===== src/rtl/irq_agg_pkg.sv =====
package irq_agg_pkg;
  localparam int EVT_W  = 5;
  localparam int STAT_W = 5;
  localparam int DEV_W  = 8;
  localparam int DATA_W = 8;
  localparam int ADDR_W = 5;

  typedef enum int {
    EV_OVL   = 0,
    EV_CLS   = 1,
    EV_DET   = 2,
    EV_PGCHG = 3,
    EV_PEN   = 4
  } evt_bit_e;

  localparam int SUM_ADDR = 0;
  localparam int DEV_ADDR = 1;
  localparam int EVT_BASE = 2;
endpackage


===== src/rtl/irq_port_evt.sv =====
module irq_port_evt
  import irq_agg_pkg::*;
(
  input  logic             clk_i,
  input  logic             rst_ni,
  input  logic [EVT_W-1:0] evt_i,
  input  logic             det_good_i,
  input  logic             clr_i,
  input  logic             mask_we_i,
  input  logic [EVT_W-1:0] mask_d_i,
  output logic [EVT_W-1:0] evt_o,
  output logic [EVT_W-1:0] mask_o,
  output logic             armed_o,
  output logic             irq_o
);
  logic [EVT_W-1:0] evt_q, mask_q, evt_acc;
  logic             armed_q, cls_ok;

  assign cls_ok = evt_i[EV_CLS] & armed_q;

  always_comb begin
    evt_acc         = evt_i;
    evt_acc[EV_CLS] = cls_ok;
  end

  always_ff @(posedge clk_i or negedge rst_ni) begin
    if (!rst_ni) begin
      evt_q   <= '0;
      mask_q  <= '0;
      armed_q <= 1'b0;
    end else begin
      // set wins over clear: a pulse during a clearing read survives
      evt_q <= (evt_q & ~{EVT_W{clr_i}}) | evt_acc;
      if (mask_we_i) mask_q <= mask_d_i;
      if (det_good_i)  armed_q <= 1'b1;
      else if (cls_ok) armed_q <= 1'b0;
    end
  end

  assign evt_o   = evt_q;
  assign mask_o  = mask_q;
  assign armed_o = armed_q;
  assign irq_o   = |(evt_q & mask_q);
endmodule


===== src/rtl/irq_dev_evt.sv =====
module irq_dev_evt
  import irq_agg_pkg::*;
(
  input  logic             clk_i,
  input  logic             rst_ni,
  input  logic [DEV_W-1:0] dev_stat_i,
  input  logic             clr_i,
  output logic [DEV_W-1:0] stat_o,
  output logic             evt_o
);
  logic [DEV_W-1:0] stat_q;
  logic             evt_q;

  always_ff @(posedge clk_i or negedge rst_ni) begin
    if (!rst_ni) begin
      stat_q <= '0;
      evt_q  <= 1'b0;
    end else begin
      stat_q <= dev_stat_i;
      evt_q  <= (evt_q & ~clr_i) | (dev_stat_i != stat_q);
    end
  end

  assign stat_o = stat_q;
  assign evt_o  = evt_q;
endmodule


===== src/rtl/irq_reg_port.sv =====
module irq_reg_port
  import irq_agg_pkg::*;
#(
  parameter int NUM_PORTS = 4
) (
  input  logic                       clk_i,
  input  logic                       rst_ni,
  input  logic [ADDR_W-1:0]          addr_i,
  input  logic                       rd_en_i,
  input  logic                       wr_en_i,
  input  logic [DATA_W-1:0]          summary_i,
  input  logic [DEV_W-1:0]           dev_stat_i,
  input  logic [NUM_PORTS*EVT_W-1:0] evt_i,
  input  logic [NUM_PORTS*EVT_W-1:0] mask_i,
  input  logic [NUM_PORTS*STAT_W-1:0] stat_i,
  output logic [NUM_PORTS-1:0]       evt_clr_o,
  output logic [NUM_PORTS-1:0]       mask_we_o,
  output logic                       dev_clr_o,
  output logic [DATA_W-1:0]          rd_data_o
);
  localparam int STAT_BASE = EVT_BASE + NUM_PORTS;
  localparam int MASK_BASE = STAT_BASE + NUM_PORTS;

  logic [DATA_W-1:0] rd_val;
  logic [DATA_W-1:0] rd_q;

  always_comb begin
    rd_val    = '0;
    evt_clr_o = '0;
    mask_we_o = '0;
    dev_clr_o = rd_en_i && (addr_i == ADDR_W'(DEV_ADDR));
    if (addr_i == ADDR_W'(SUM_ADDR)) rd_val = summary_i;
    if (addr_i == ADDR_W'(DEV_ADDR)) rd_val = DATA_W'(dev_stat_i);
    for (int p = 0; p < NUM_PORTS; p++) begin
      if (addr_i == ADDR_W'(EVT_BASE + p)) begin
        rd_val       = DATA_W'(evt_i[p*EVT_W +: EVT_W]);
        evt_clr_o[p] = rd_en_i;
      end
      if (addr_i == ADDR_W'(STAT_BASE + p))
        rd_val = DATA_W'(stat_i[p*STAT_W +: STAT_W]);
      if (addr_i == ADDR_W'(MASK_BASE + p)) begin
        rd_val       = DATA_W'(mask_i[p*EVT_W +: EVT_W]);
        mask_we_o[p] = wr_en_i;
      end
    end
  end

  always_ff @(posedge clk_i or negedge rst_ni) begin
    if (!rst_ni)      rd_q <= '0;
    else if (rd_en_i) rd_q <= rd_val;
  end

  assign rd_data_o = rd_q;
endmodule


===== src/rtl/evt_irq_agg.sv =====
module evt_irq_agg
  import irq_agg_pkg::*;
#(
  parameter int NUM_PORTS = 4
) (
  input  logic                        clk_i,
  input  logic                        rst_ni,
  input  logic [NUM_PORTS*EVT_W-1:0]  port_evt_i,
  input  logic [NUM_PORTS-1:0]        det_good_i,
  input  logic [NUM_PORTS*STAT_W-1:0] port_stat_i,
  input  logic [DEV_W-1:0]            dev_stat_i,
  input  logic [ADDR_W-1:0]           addr_i,
  input  logic                        rd_en_i,
  input  logic                        wr_en_i,
  input  logic [EVT_W-1:0]            wr_data_i,
  output logic [DATA_W-1:0]           rd_data_o,
  output logic                        irq_no
);
  localparam int DEV_BIT = NUM_PORTS;

  logic [NUM_PORTS*EVT_W-1:0] evt_flat, mask_flat;
  logic [NUM_PORTS-1:0]       port_irq, evt_clr, mask_we, armed_flat;
  logic [DEV_W-1:0]           dev_stat_q;
  logic                       dev_evt_q, dev_clr;
  logic [DATA_W-1:0]          summary;
  logic                       irq_nq;

  for (genvar p = 0; p < NUM_PORTS; p++) begin : g_port
    irq_port_evt i_port (
      .clk_i      (clk_i),
      .rst_ni     (rst_ni),
      .evt_i      (port_evt_i[p*EVT_W +: EVT_W]),
      .det_good_i (det_good_i[p]),
      .clr_i      (evt_clr[p]),
      .mask_we_i  (mask_we[p]),
      .mask_d_i   (wr_data_i),
      .evt_o      (evt_flat[p*EVT_W +: EVT_W]),
      .mask_o     (mask_flat[p*EVT_W +: EVT_W]),
      .armed_o    (armed_flat[p]),
      .irq_o      (port_irq[p])
    );
  end

  irq_dev_evt i_dev (
    .clk_i      (clk_i),
    .rst_ni     (rst_ni),
    .dev_stat_i (dev_stat_i),
    .clr_i      (dev_clr),
    .stat_o     (dev_stat_q),
    .evt_o      (dev_evt_q)
  );

  always_comb begin
    summary                   = '0;
    summary[NUM_PORTS-1:0]    = port_irq;
    summary[DEV_BIT]          = dev_evt_q;
  end

  irq_reg_port #(.NUM_PORTS(NUM_PORTS)) i_regs (
    .clk_i      (clk_i),
    .rst_ni     (rst_ni),
    .addr_i     (addr_i),
    .rd_en_i    (rd_en_i),
    .wr_en_i    (wr_en_i),
    .summary_i  (summary),
    .dev_stat_i (dev_stat_q),
    .evt_i      (evt_flat),
    .mask_i     (mask_flat),
    .stat_i     (port_stat_i),
    .evt_clr_o  (evt_clr),
    .mask_we_o  (mask_we),
    .dev_clr_o  (dev_clr),
    .rd_data_o  (rd_data_o)
  );

  // registered pin: no glitch from the combinational summary
  always_ff @(posedge clk_i or negedge rst_ni) begin
    if (!rst_ni) irq_nq <= 1'b1;
    else         irq_nq <= ~|summary;
  end

  assign irq_no = irq_nq;
endmodule


===== config.mk =====
export PLATFORM = sky130hd
export DESIGN_NAME = evt_irq_agg
export DESIGN_NICKNAME = d
export VERILOG_FILES = /design/src/rtl/irq_agg_pkg.sv /design/src/rtl/irq_port_evt.sv /design/src/rtl/irq_dev_evt.sv /design/src/rtl/irq_reg_port.sv /design/src/rtl/evt_irq_agg.sv
export SDC_FILE = /design/constraint.sdc
export NUM_CORES = 1
export LEC_CHECK = 0
export ABC_AREA = 1
export BUFFER_PORTS_ARGS = -buffer_cell sky130_fd_sc_hd__clkbuf_2
export CAP_MARGIN = 20
export CORE_MARGIN = 2
export CORE_UTILIZATION = 30
export DETAILED_ROUTE_END_ITERATION = 16
export PLACE_DENSITY = 0.57
export SLEW_MARGIN = 20
export SYNTH_ARGS = -nofsm -noshare
export SYNTH_HDL_FRONTEND = slang
export SYNTH_SLANG_ARGS = --single-unit

===== constraint.sdc =====
create_clock -name clk_i -period 1.5 [get_ports clk_i]
set_clock_uncertainty 0.1 [all_clocks]
set_input_delay 0.3 -clock clk_i [delete_from_list [all_inputs] [get_ports clk_i]]
set_output_delay 0.3 -clock clk_i [all_outputs]
set_load 0.01 [all_outputs]

# ---- Word level (Yosys, flattened, before mapping)
# Cells that the tools add are included.
dict set report totals {
  latch_bits 0
  memories 0
  mem_bits_ro 0
  mem_bits_rw 0
  in_bits 66
  ff_bits 62
  output_inout_bits 9
}
dict set report op_classes {
  reduce_logical 12
  n_div 0
  n_shift 0
  n_bitwise 23
  multipliers 0
  eq_ne 14
  order_cmp 0
  mux 30
  add_sub_neg 0
}
# operator n
set ops {}
lappend ops {{two-way mux 8 bit} 13}
lappend ops {{bitwise AND 5 bit} 8}
lappend ops {{== test 5 x 4 -> 1 bit, second input constant} 6}
lappend ops {{OR reduction 21 bit} 1}
lappend ops {{== test 5 x 3 -> 1 bit, second input constant} 4}
lappend ops {{NOT 5 bit} 4}
lappend ops {{OR 5 bit} 4}
lappend ops {{OR reduction 5 bit} 4}
lappend ops {{two-way mux 1 bit} 16}
lappend ops {{== test 5 x 2 -> 1 bit, second input constant} 2}
lappend ops {{!= test 8 bit} 1}
lappend ops {{nonzero test 2 bit} 4}
lappend ops {{bitwise AND 1 bit} 5}
lappend ops {{== test 5 x 1 -> 1 bit, second input constant} 1}
lappend ops {{zero test 5 bit} 1}
lappend ops {{two-way mux 5 bit} 1}
lappend ops {{logical AND 1 bit} 1}
lappend ops {{zero test 1 bit} 1}
lappend ops {{NOT 1 bit} 1}
lappend ops {{OR 1 bit} 1}

# ---- Logic depth before layout (Yosys ltp)
dict set report depth {
  depth_word 16
  mapped_depth 13
  ltp_nobuf 13
}

# ---- Modules after synthesis
# From an unflattened synthesis, not the netlist that was laid out.
dict set report unflattened {
  hier_cells 453
  hier_area_um2 3400.8
}
# mod area_each_um2 cells_per_inst seq_area_each_um2 instances
set by_module_without_submodules {}
lappend by_module_without_submodules {irq_port_evt 459.2 50 275.3 4}
lappend by_module_without_submodules {irq_reg_port 1131.1 201 200.2 1}
lappend by_module_without_submodules {irq_dev_evt 376.6 43 225.2 1}
lappend by_module_without_submodules {evt_irq_agg 56.3 9 26.3 1}

# ---- Worst setup path after synthesis
# Ideal clock, no wire load.
dict set report synth_path {
  kind {input to register}
  startpoint {in addr_i[1]}
  endpoint {reg i_regs.rd_q[4], in the netlist i_regs.rd_data_o[4]}
  arrival_ps 1194
  slack_ps 89
  n_path_buf 0
  stages 11
  setup_ps 116
  cell_sequence {inv_1 -> nor2_1 -> and3_1 -> nor2_1 -> nand4_1 -> nor2_1 -> nand3_1 -> nand2_1 -> nand3_1 -> nand2_1 -> nand2_1}
}
dict set report synth_between {
  elab_chain_len 15
  word_cells_on_any_way 28
  classes_between {13 x eq/ne; 14 x mux; 1 x reduce/logical}
}
# element line
set synth_rtl {}
lappend synth_rtl {{start: declaration} evt_irq_agg.sv:12} ;# input logic [ADDR_W-1:0] addr_i,
lappend synth_rtl {{zero test 5 bit} irq_reg_port.sv:32} ;# if (addr_i == ADDR_W'(SUM_ADDR)) rd_val = summary_i;
lappend synth_rtl {{two-way mux 5 bit} irq_reg_port.sv:32}
lappend synth_rtl {{two-way mux 8 bit} irq_reg_port.sv:33} ;# if (addr_i == ADDR_W'(DEV_ADDR)) rd_val = DATA_W'(dev_stat_i);
lappend synth_rtl {{two-way mux 8 bit} irq_reg_port.sv:35} ;# if (addr_i == ADDR_W'(EVT_BASE + p)) begin
lappend synth_rtl {{two-way mux 8 bit} irq_reg_port.sv:39} ;# if (addr_i == ADDR_W'(STAT_BASE + p))
lappend synth_rtl {{two-way mux 8 bit} irq_reg_port.sv:41} ;# if (addr_i == ADDR_W'(MASK_BASE + p)) begin
lappend synth_rtl {{two-way mux 8 bit} irq_reg_port.sv:35}
lappend synth_rtl {{two-way mux 8 bit} irq_reg_port.sv:39}
lappend synth_rtl {{two-way mux 8 bit} irq_reg_port.sv:41}
lappend synth_rtl {{two-way mux 8 bit} irq_reg_port.sv:35}
lappend synth_rtl {{two-way mux 8 bit} irq_reg_port.sv:39}
lappend synth_rtl {{two-way mux 8 bit} irq_reg_port.sv:41}
lappend synth_rtl {{two-way mux 8 bit} irq_reg_port.sv:35}
lappend synth_rtl {{two-way mux 8 bit} irq_reg_port.sv:39}
lappend synth_rtl {{two-way mux 8 bit (*)} irq_reg_port.sv:41}
lappend synth_rtl {{end signal: assignment} irq_reg_port.sv:50} ;# else if (rd_en_i) rd_q <= rd_val;
lappend synth_rtl {{end: declaration} irq_reg_port.sv:25} ;# logic [DATA_W-1:0] rd_q;
# Mark *: on every way between the ends. The rest lies on a longest branch, timed or not.
# A chain may end at the register's enable or synchronous reset.

# ---- Final worst setup path
dict set report layout_path {
  startpoint {reg g_port[3].i_port.evt_q[3]}
  endpoint {reg i_regs.rd_q[3], in the netlist i_regs.rd_data_o[3]}
}
dict set report layout_between {
  elab_chain_len 16
}
# element line
set layout_rtl {}
lappend layout_rtl {{start: declaration} irq_port_evt.sv:16} ;# logic [EVT_W-1:0] evt_q, mask_q, evt_acc;
lappend layout_rtl {{start signal: assignment} irq_port_evt.sv:33} ;# evt_q <= (evt_q & ~{EVT_W{clr_i}}) | evt_acc;
lappend layout_rtl {{bitwise AND 5 bit} irq_port_evt.sv:43} ;# assign irq_o = |(evt_q & mask_q);
lappend layout_rtl {{OR reduction 5 bit} irq_port_evt.sv:43}
lappend layout_rtl {{two-way mux 5 bit} irq_reg_port.sv:32}
lappend layout_rtl {{two-way mux 8 bit} irq_reg_port.sv:33}
lappend layout_rtl {{two-way mux 8 bit} irq_reg_port.sv:35}
lappend layout_rtl {{two-way mux 8 bit} irq_reg_port.sv:39}
lappend layout_rtl {{two-way mux 8 bit} irq_reg_port.sv:41}
lappend layout_rtl {{two-way mux 8 bit} irq_reg_port.sv:35}
lappend layout_rtl {{two-way mux 8 bit} irq_reg_port.sv:39}
lappend layout_rtl {{two-way mux 8 bit} irq_reg_port.sv:41}
lappend layout_rtl {{two-way mux 8 bit} irq_reg_port.sv:35}
lappend layout_rtl {{two-way mux 8 bit} irq_reg_port.sv:39}
lappend layout_rtl {{two-way mux 8 bit} irq_reg_port.sv:41}
lappend layout_rtl {{two-way mux 8 bit (*)} irq_reg_port.sv:35}
lappend layout_rtl {{two-way mux 8 bit (*)} irq_reg_port.sv:39}
lappend layout_rtl {{two-way mux 8 bit (*)} irq_reg_port.sv:41}
# Marked as above.

==> results.md <==
- PnR worst setup slack: -0.2642 ns
- Vias in the first global route: 3216
- Most frequent cells in the layout: 109 x nand2_1, 73 x clkbuf_2, 70 x buf_4, 61 x dfrtp_1, 53 x inv_1
- Synth Net Count: 471
- Initial core utilization: 30.76%
- Root Buffer: clkbuf_8
- LEAKAGE: 2.586 nW
- FF-to-FF End: i_regs.rd_data_o[3]
- Layout area overhead: 48.58%
- Initial antenna violation count: 0
- Buffers on Ports: 74
- Worst path slowest cell: dfrtp_1
- Clock Latency Late Sink: 0.35 ns
- Post-synth cell types: 34
- CTS buffer count: 9
- Setup Viol. Count Final: 5
- WHS: 0.02349 ns
- Worst setup EP type: register
- Final instance area: 0.004718 sq mm
- Simple-Gate Fraction of Synth Area: 29.43%
- CTS max path bufs: 2
- Multiplexer share of the synthesized area: 0%
- Worst Tran Pin Value: 0.3985 ns
- Iter 0 DRT Violations: 192
- Tot GR Track Use: 18.78%
- XOR/XNOR share of the synthesized area: 1.379%
- CP top delay family: simple AND/OR/NAND/NOR gates
- CP Max Fanout: 2
- Synth warn: 0
- Die W: 106.9 um
- # Max-Cap Violations: 0
- Post-synthesis sequential area ratio: 48.90%
- Met3 wire len: 542 um
- GR Overflow Total: 0
- Met2 wire len: 4.597 mm
- Final net count: 634
- Syn Area/Cell: 7.841 sq um
- DR vias: 3250
- # fillers: 1004
- Ant. Diodes: 0
- Die Area: 0.01142 sq mm
- Flop-to-flop setup slack: -0.26 ns
- DRC viols: 0
- Hold path depth: 2
- RSZ-0062 raised after global routing: yes
- Post-synthesis register bit count: 62
- Core ar.: 0.01032 sq mm
- Slew Limit Fails: 0
- Worst hold path class: primary input to register
- Most used cell along the critical path: nand2_1
- Register area: 0.001553 sq mm
- Commonest non-fill, non-tap cell in the layout: nand2_1
- Main combinational cell family by area after synthesis: simple AND/OR/NAND/NOR gates
- Share of post-route cells with drive strength above 1: 36.13%
- FF-to-FF path depth: 12
- Global-route wire length before repair: 16.25 mm
- Worst path max stage delay: 0.39 ns
- CTS tree: done
- Dpl hpwl: 7.746 mm
- CTS Sinks: 62
- Post-synth EDFFs: 0
- Type of origin of the critical path: register
- Highest routed metal layer: met4
- Clock transition at path regs: 0.08 ns
- Critical Path AT: 1.89 ns
- Worst path buffer plus inverter count: 0
- Drt pass-1 iters: 4
- Routed vias/inst: 4.584
- Pin count of the biggest net entering global routing: 39
- Failing checks: negative setup slack
- Final core occ: 45.70%
- Status: finished with violations
- Final critical-path required period: 1.764 ns
- Multi-input logic area: 0.001489 sq mm
- Final Hold Viols: 0
- Ys flop type: dfrtp_1
- Die Y: 106.9 um
- M1 WL: 4.889 mm
- Rel. slew slack: 73.40%
- Crit path kind: register to register
- Origin of the critical flop-to-flop path: g_port[3].i_port.evt_o[3]
- Row count: 37
- Synthesized area: 0.003176 sq mm
- IO Count: 75
- DP Area: 0.004217 sq mm
- H-tree depth: 3
- Worst path required time: 1.63 ns
- Remaining antenna violation count after routing: 0
- CP cell instances: nand2_1 -> nand3_2 -> o21ai_1 -> nand4_1 -> nor2_1 -> nand3_1 -> nand2_1 -> nand3_1 -> nand2_2 -> nand3_2 -> nand2_2 -> nand2_1
- Wirelength, routed: 10.13 mm
- Final Cycle Share: 117.6%
- Avg WL per Cell: 14.29 um
- Synth Instances: 405
- Hold Path End: g_port[1].i_port.armed_o
- Complex-gate fraction of the synthesized area: 12.57%
- VDD IR max: 514.4 uV
- Hold_sp: det_good_i[1]
- Gpl congestion: 0.9461
- Pwr dens: 1017 mW/mm^2
- Async S/R FF share, synth: 100.0%
- F_max: 0.5668 GHz
- Post-Synth Adder-Cell Area: 0%
## registers in the layout (all words and copies together) (netlist names)
signal,flops
i_regs.rd_data_o,8
i_dev.evt_o,1
g_port.i_port.armed_o,4
g_port.i_port.mask_o,20
g_port.i_port.evt_o,20
i_dev.stat_o,8
irq_no,1
## metrics by stage
step                std cells  total power [mW]  worst slack [ns]  TNS (ns)
floorplan                 405             2.281           0.08935         0
global placement          678             2.835           -0.3983    -4.425
detailed placement        678             2.847           -0.4092    -5.204
CTS                       705             4.775           -0.1745   -0.5680
global route              709             5.044           -0.3677    -1.277
finish                    709             4.797           -0.2642   -0.6069
## layer usage
layer  track usage (%)  up-vias
met3             4.073       10
met4             5.102        0
li1                  -     1626
met1             26.67     1520
met5                 0        -
met2             28.98       94
## where the power goes
group          total, mW  switching (mW)  internal [mW]  leakage (nW)
clock network       1.87           0.670           1.20         0.124
logic               1.02           0.505          0.518          1.77
registers           1.91          0.0884           1.82         0.697
## layout make-up
class | count | area share, %
flip-flops and latches | 62 | 32.91
multi-input cells | 280 | 31.56
repair buffers | 155 | 21.88
inverters | 60 | 4.773
well taps | 136 | 3.606
clock buffers | 13 | 3.368
clock inverters | 3 | 1.909
## kinds of logic (layout without fill, tap and decap cells)
family | count (synthesis) | after routing
simple gates | 207 | 207
compound gates | 68 | 68
flops | 62 | 62
buf+inv | 63 | 231
xor+xnor | 5 | 5
## cell usage after synthesis, types with 4 or more instances
cell | number | area (sq um)
o21bai_1 | 16 | 120.1
nand2_1 | 120 | 450.4
a21oi_1 | 10 | 50.05
dfrtp_1 | 61 | 1526
nand3_1 | 37 | 185.2
nand4_1 | 5 | 31.28
a21o_1 | 4 | 30.03
o21ai_0 | 32 | 160.2
inv_1 | 54 | 202.7
nor2_1 | 21 | 78.83
or2_1 | 4 | 25.02
## worst max-delay path by stage
stage                                     from                  end  slack [ns]  depth (start not counted)
floorplan                            addr_i[1]  i_regs.rd_data_o[4]        0.09                         11
global placement                     addr_i[1]  i_regs.rd_data_o[4]       -0.40                         14
detailed placement                   addr_i[1]  i_regs.rd_data_o[4]       -0.41                         14
CTS                 g_port[3].i_port.mask_o[3]  i_regs.rd_data_o[3]       -0.17                         12
global route        g_port[3].i_port.mask_o[4]  i_regs.rd_data_o[3]       -0.37                         12
finish               g_port[3].i_port.evt_o[3]  i_regs.rd_data_o[3]       -0.26                         12
## repair_timing
item                       in CTS  in global routing
hold buffers                    9                  0
setup buffers                   2                  5
setup endpoints to repair       5                 11
hold endpoints to repair       69                  0
resized for setup              13                 21
pin swaps                      15                 31
No activity file was read; power rests on OpenSTA's default activity.
